### src/rtl/spi_guard_pkg.sv
package spi_guard_pkg;
   localparam logic [7:0] OFS_CMD   = 8'h00;
   localparam logic [7:0] OFS_CTL   = 8'h02;
   localparam logic [7:0] OFS_RSTR  = 8'h04;
   localparam logic [7:0] OFS_FADR  = 8'h0C;
   localparam logic [7:0] OFS_WIN   = 8'h80;
   localparam logic [7:0] OP_READ   = 8'h03;
   localparam logic [7:0] OP_FREAD  = 8'h0B;

   typedef struct packed {
      logic       host_en;
      logic       mac_en;
      logic [3:0] rsvd;
      logic       illegal;
      logic       busy;
   } ctl_byte_t;

   function automatic logic [7:0] ofs(logic [7:0] base, int k);
      return base + 8'(k);
   endfunction
endpackage

### src/rtl/spi_guard_filter.sv
module spi_guard_filter
   import spi_guard_pkg::*;
#(
   parameter int N_SLOTS = 8,
   parameter int FADDR_W = 24,
   parameter logic [FADDR_W-1:0] PROT_LIMIT = 'h80000
) (
   input  logic [7:0]           opcode,
   input  logic [N_SLOTS*8-1:0] slots,
   input  logic                 mac_en,
   input  logic                 host_en,
   input  logic [FADDR_W-1:0]   faddr,
   output logic                 blocked
);
   logic [N_SLOTS-1:0] hit;
   logic enforce, is_read, in_low;

   for (genvar i = 0; i < N_SLOTS; i++) begin : g_slot
      assign hit[i] = (slots[i*8 +: 8] != 8'h00) && (slots[i*8 +: 8] == opcode);
   end

   assign enforce = !(mac_en && host_en);
   assign is_read = (opcode == OP_READ) || (opcode == OP_FREAD);
   assign in_low  = faddr < PROT_LIMIT;
   assign blocked = (enforce && |hit) || (mac_en && is_read && in_low);
endmodule

### src/rtl/spi_guard_rxbuf.sv
module spi_guard_rxbuf #(
   parameter int DEPTH = 8,
   localparam int IW = (DEPTH > 1) ? $clog2(DEPTH) : 1,
   localparam int CW = $clog2(DEPTH + 1)
) (
   input  logic          clk,
   input  logic          rst_n,
   input  logic          clr,
   input  logic          push,
   input  logic [7:0]    din,
   input  logic [7:0]    idx,
   output logic [7:0]    dout,
   output logic [CW-1:0] fill
);
   logic [7:0]    mem [DEPTH];
   logic [CW-1:0] cnt;

   if (DEPTH < 1 || DEPTH > 128) begin : g_bad_depth
      $error("spi_guard_rxbuf: DEPTH must be 1..128");
   end

   always_ff @(posedge clk or negedge rst_n) begin
      if (!rst_n) begin
         cnt <= '0;
      end else if (clr) begin
         cnt <= '0;
      end else if (push && (int'(cnt) < DEPTH)) begin
         mem[cnt[IW-1:0]] <= din;
         cnt <= cnt + 1'b1;
      end
   end

   assign dout = (int'(idx) < int'(cnt)) ? mem[idx[IW-1:0]] : 8'h00;
   assign fill = cnt;
endmodule

### src/rtl/spi_cmd_guard.sv
module spi_cmd_guard
   import spi_guard_pkg::*;
#(
   parameter int          FADDR_W    = 24,
   parameter int          RSTR_REGS  = 2,
   parameter int          SLOTS_PER  = 4,
   parameter int          FIFO_DEPTH = 8,
   parameter int unsigned PROT_LIMIT = 32'h0008_0000,
   localparam int N_SLOTS = RSTR_REGS * SLOTS_PER,
   localparam int FB      = FADDR_W / 8,
   localparam int CW      = $clog2(FIFO_DEPTH + 1)
) (
   input  logic               clk,
   input  logic               rst_n,
   input  logic [7:0]         bus_addr,
   input  logic               bus_wr,
   input  logic               bus_rd,
   input  logic [7:0]         bus_wdata,
   output logic [7:0]         bus_rdata,
   output logic               eng_start,
   output logic [7:0]         eng_opcode,
   output logic [FADDR_W-1:0] eng_addr,
   input  logic               eng_rx_valid,
   input  logic [7:0]         eng_rx_data,
   input  logic               eng_done
);
   if (FADDR_W % 8 != 0 || FB < 1 || FB > 4) begin : g_bad_faddr
      $error("spi_cmd_guard: FADDR_W must be 8, 16, 24 or 32");
   end
   if (RSTR_REGS < 1 || RSTR_REGS > 2 || SLOTS_PER != 4) begin : g_bad_rstr
      $error("spi_cmd_guard: restricted registers must fit 0x04..0x0B");
   end
   if (FIFO_DEPTH > 128) begin : g_bad_fifo
      $error("spi_cmd_guard: FIFO_DEPTH exceeds window");
   end

   logic [7:0]           cmd_q;
   logic                 ill_q, busy_q, start_q, mac_q, host_q;
   logic [FADDR_W-1:0]   faddr_q;
   logic [N_SLOTS*8-1:0] slots_q;
   logic                 blocked, wr_ok, exec_go;
   logic [7:0]           win_data, rd_val;
   logic [CW-1:0]        rx_fill;
   ctl_byte_t            cv;

   spi_guard_filter #(
      .N_SLOTS(N_SLOTS), .FADDR_W(FADDR_W), .PROT_LIMIT(FADDR_W'(PROT_LIMIT))
   ) u_filter (
      .opcode(bus_wdata), .slots(slots_q), .mac_en(mac_q), .host_en(host_q),
      .faddr(faddr_q), .blocked(blocked)
   );

   assign wr_ok   = bus_wr && !busy_q;
   assign exec_go = wr_ok && (bus_addr == OFS_CTL) && bus_wdata[0] && !ill_q;

   always_ff @(posedge clk or negedge rst_n) begin
      if (!rst_n) begin
         cmd_q   <= '0;
         ill_q   <= 1'b0;
         busy_q  <= 1'b0;
         start_q <= 1'b0;
         mac_q   <= 1'b1;
         host_q  <= 1'b1;
         faddr_q <= '0;
         slots_q <= '0;
      end else begin
         start_q <= 1'b0;
         if (busy_q && eng_done) busy_q <= 1'b0;
         if (wr_ok && bus_addr == OFS_CMD) begin
            cmd_q <= bus_wdata;
            ill_q <= blocked;
         end
         if (wr_ok && bus_addr == OFS_CTL) begin
            mac_q  <= mac_q  & bus_wdata[6];
            host_q <= host_q & bus_wdata[7];
         end
         if (exec_go) begin
            busy_q  <= 1'b1;
            start_q <= 1'b1;
         end
         for (int b = 0; b < FB; b++) begin
            if (wr_ok && bus_addr == ofs(OFS_FADR, b)) faddr_q[b*8 +: 8] <= bus_wdata;
         end
         for (int s = 0; s < N_SLOTS; s++) begin
            if (bus_wr && bus_addr == ofs(OFS_RSTR, s)) slots_q[s*8 +: 8] <= bus_wdata;
         end
      end
   end

   spi_guard_rxbuf #(.DEPTH(FIFO_DEPTH)) u_rxbuf (
      .clk(clk), .rst_n(rst_n), .clr(exec_go), .push(busy_q && eng_rx_valid),
      .din(eng_rx_data), .idx(bus_addr - OFS_WIN), .dout(win_data), .fill(rx_fill)
   );

   always_comb begin
      cv = '{host_en: host_q, mac_en: mac_q, rsvd: 4'b0, illegal: ill_q, busy: busy_q};
      rd_val = 8'h00;
      if (bus_addr == OFS_CMD) rd_val = cmd_q;
      if (bus_addr == OFS_CTL) rd_val = cv;
      for (int s = 0; s < N_SLOTS; s++) begin
         if (bus_addr == ofs(OFS_RSTR, s)) rd_val = slots_q[s*8 +: 8];
      end
      for (int b = 0; b < FB; b++) begin
         if (bus_addr == ofs(OFS_FADR, b)) rd_val = faddr_q[b*8 +: 8];
      end
      if (bus_addr >= OFS_WIN) rd_val = win_data;
   end

   assign bus_rdata  = bus_rd ? rd_val : 8'h00;
   assign eng_start  = start_q;
   assign eng_opcode = cmd_q;
   assign eng_addr   = faddr_q;
endmodule

### config.mk
export PLATFORM = sky130hd
export DESIGN_NAME = spi_cmd_guard
export DESIGN_NICKNAME = d
export VERILOG_FILES = /design/src/rtl/spi_guard_pkg.sv /design/src/rtl/spi_guard_filter.sv /design/src/rtl/spi_guard_rxbuf.sv /design/src/rtl/spi_cmd_guard.sv
export SDC_FILE = /design/constraint.sdc
export NUM_CORES = 1
export LEC_CHECK = 0
export ABC_AREA = 1
export BUFFER_PORTS_ARGS = -buffer_cell sky130_fd_sc_hd__buf_2
export CAP_MARGIN = 40
export CORE_MARGIN = 1.5
export CORE_UTILIZATION = 25
export CTS_CLUSTER_SIZE = 24
export DETAILED_ROUTE_END_ITERATION = 10
export GPL_ROUTABILITY_DRIVEN = 0
export MAX_ROUTING_LAYER = met4
export SLEW_MARGIN = 40
export SYNTH_ARGS = -nofsm -noshare
export SYNTH_HDL_FRONTEND = slang
export SYNTH_SLANG_ARGS = --single-unit
### constraint.sdc
create_clock -name clk -period 1.7 [get_ports clk]
set_input_delay 0.255 -clock clk [delete_from_list [all_inputs] [get_ports clk]]
set_output_delay 0.255 -clock clk [all_outputs]
set_load 0.01 [all_outputs]
==> qor.yml <==
outcome:
  status: "finished with violations"
  violations: "negative hold slack, negative setup slack"
power:
  intPower_mw: 6.78
  power.leakage_nw: 5.31
  power.density_nw_per_um2: 816
  worst_ir_drop_vdd_uv: 763
  power_mw: 9.48
  pwr-share-clk: 0.410
  combPwrFrac: 0.117
  power.share.switching: 0.285
  p_sw_mw: 2.70
  seqPwrFrac: 0.472
route:
  wl_um: 28800
  dr_total_vias: 7861
  ant_nets: 0
  routed_via_density: 4.68
  drcViolationCount: 0
  wire_per_inst_um: 17.2
  drtIter0Drc: 706
  firstDrtPassIters: 5
clock_tree:
  holdBufCountCts: 0
  cts_tree: "done"
  root_buffer: "clkbuf_16"
  clk_latency_ps: 440
  numCtsBuffers: 17
  clock_path_buffers: 2
  path_clk_slew_ps: 80
  htree_levels: 4
  clock-sinks: 169
sta:
  worst_pin_slew_ps: 568
  setup_violations: 8
  layout_setup_ws_ps: -783
  maxClockFrequency_mhz: 403
  slew_headroom: 0.621
  hold_viol_final: 7
  whs_ps: -7.51
  post-route-min-period_ps: 2480
  rsz0062_at_grt: "yes"
  finalClockSkew_ps: 18.0
  drv_slew: 0
  min_period_over_period: 1.46
global_route:
  grt_max_degree: 106
  grt.busiest_layer: "met2"
  antenna_found_initial: 1
  grtUsageMet3: 0.0257
  grt_pass1_wl_um: 44300
  grt_pass1_vias: 7575
  met2_usage: 0.256
  grt_overflow_total: 0
  grtUsageTotal: 0.169
  grtUsageMet1: 0.233
die:
  initial_utilization: 0.255
  fp.dieH_um: 188
  placementRows: 67
  core_area_um2: 33600
  dieArea_um2: 35400
  pin_count: 71
  die_x_um: 188
yosys:
  syn_area_per_cell_um2: 8.57
  syn-instance-count: 1001
  yosysTopAreaCellShare: 0.301
  yosysWarnings: 0
  synth_seq_cells: 169
  ys_types: 41
  synth_area_um2: 8580
  synth_top_area_cell: "dfrtp_1"
  synthTopCellsByArea: "dfrtp_1 30%, edfxtp_1 22%, nand2_1 13%, o21ai_0 7.1%, xor2_1 3.8%"
  yosysSeqAreaShare: 0.531
  syn-num-nets: 1035
setup_path:
  end_kind: "output port"
  start_kind: "flip-flop"
  required_ps: 1440
  critPathLaunch: "u_rxbuf.fill[3]"
  critPathSlowestCell: "dfrtp_1"
  slowest_delay_ps: 370
  critPathArrivalTime_ps: 2230
  path_max_fanout: 4
  endpoint: "bus_rdata[7]"
  reg2reg_to: "ill_q"
  r2r_start: "slots_q[1]"
  path_cells: "inv_2 -> ha_4 -> a21o_1 -> a31oi_4 -> nand3_4 -> buf_6 -> nor3_4 -> o21ai_2 -> a21oi_2 -> buf_2"
  critPathKind: "flip-flop to output port"
  reg2regPathDepth: 7
  reg2reg_slack_ps: 60
finish:
  stdcell_count: 1679
  drive_gt1_frac: 0.301
  finalInstanceArea_um2: 11600
  synthToLayoutAreaGrowth_pct: 35.4
  fin_nets: 1251
  mostFrequentLayoutCell: "nand2_1"
  fillers: 3415
  final_cell_mix: "293 x nand2_1, 147 x buf_4, 117 x o21ai_0, 102 x dfrtp_1, 70 x inv_1"
placed_design:
  port_buffers: 70
  dp_slack_ps: -669
  place_area_um2: 10700
  dp.cells: 1640
  dp_hpwl_um: 21300
min_path:
  worstHoldPathType: "input pin to asynchronous set/reset pin"
run:
  max-cap-violations: 0
metrics by stage:
stage	utilization	setup TNS (ps)	hold WS (ps)
floorplan	-	-806	-40.6
global placement	0.319	-7550	483
detailed placement	0.319	-8160	486
CTS	0.339	-6570	13.4
global route	0.346	-6680	44.2
finish	0.346	-5830	-7.51
flip-flops by register name, summed over array words and instances (netlist names):
| signal | count |
|---|---|
| eng_start | 1 |
| busy_q | 1 |
| u_rxbuf.fill | 4 |
| u_rxbuf.mem | 64 |
| ill_q | 1 |
| mac_q | 1 |
| host_q | 1 |
| slots_q | 64 |
| eng_opcode | 8 |
| eng_addr | 24 |
cell families (layout without fill, tap and decap cells):
kind of cell	Yosys count	after routing	synth area share
and+or+nand+nor	484	484	0.254
AOI/OAI and AO/OA	180	180	0.113
DFF	169	169	0.531
buffers and inverters	125	354	0.0570
xor gates and xnor gates	39	39	0.0398
adders and majority gates	4	4	0.00584
other	0	1	0
power groups by stage:
stage               Combinational, mW  Clock, mW  Sequential (mW)
floorplan                       0.470          0             4.54
detailed placement               1.04          0             4.55
global route                     1.22       4.09             4.49
global placement                 1.03          0             4.55
CTS                              1.07       3.93             4.47
finish                           1.11       3.89             4.47
layout make-up:
cell class | count | area, um2 | area share
Sequential cell | 169 | 4550 | 0.392
Multi-Input combinational cell | 707 | 3800 | 0.327
Timing Repair Buffer | 232 | 1760 | 0.151
Tap cell | 448 | 561 | 0.0483
Clock buffer | 17 | 425 | 0.0366
Inverter | 90 | 345 | 0.0297
Clock inverter | 15 | 166 | 0.0143
Antenna cell | 1 | 2.50 | 0.000215
worst min path at each step:
stage / from / end / cells past startpoint
after floorplan: rst_n / busy_q / 0
after global placement: eng_done / busy_q / 2
after detailed placement: rst_n / slots_q[54] / 2
after CTS: rst_n / slots_q[54] / 2
after global routing: rst_n / slots_q[54] / 2
final: rst_n / slots_q[54] / 2
Yosys cell counts:
library cell  number
nor2_8             1
buf_2              8
edfxtp_1          64
or2_2             25
clkinv_1           1
o21ai_0          121
o22ai_1           23
nor4_1            26
a21o_1             1
a41oi_1            1
buf_4              2
dfrtp_1          103
a21oi_1           22
or2_0              1
o31a_1             5
nand2_2            6
nor2_2             2
nand3_1           29
nor3_1            16
o41a_1             1
nand2_4            2
nand4_1           19
inv_1             78
xor2_1            37
ha_1               4
dfstp_2            2
inv_4              1
nand2_1          298
o211ai_1           1
a221oi_1           1
xnor2_1            2
clkbuf_1          24
nor2_4             5
nor3_4             1
o21ai_1            3
a31oi_1            1
or2_1              7
nor3_2             1
inv_2             10
nor2_1            45
buf_1              1
critical path, delay by kind of cell, from the launching register on:
| kind | cells | cell delay (ps) |
|---|---|---|
| flops | 1 | 370 |
| buf+inv | 3 | 390 |
| simple gates | 2 | 250 |
| fa+ha+maj | 1 | 210 |
| compound gates | 4 | 570 |
layer usage:
| layer | wire length, um | up-vias |
|---|---|---|
| met5 | 0 | - |
| met2 | 13200 | 288 |
| met3 | 1990 | 34 |
| met4 | 539 | 0 |
| li1 | - | 3785 |
| met1 | 13100 | 3754 |
timing repair:
action | 4_1_cts | 5_1_grt
setup endpoints to repair | 9 | 49
resized for setup | 17 | 41
pin swaps | 9 | 21
buffers inserted | 2 | 4
cloned | 0 | 0
Power figures use the tool's default switching activity.
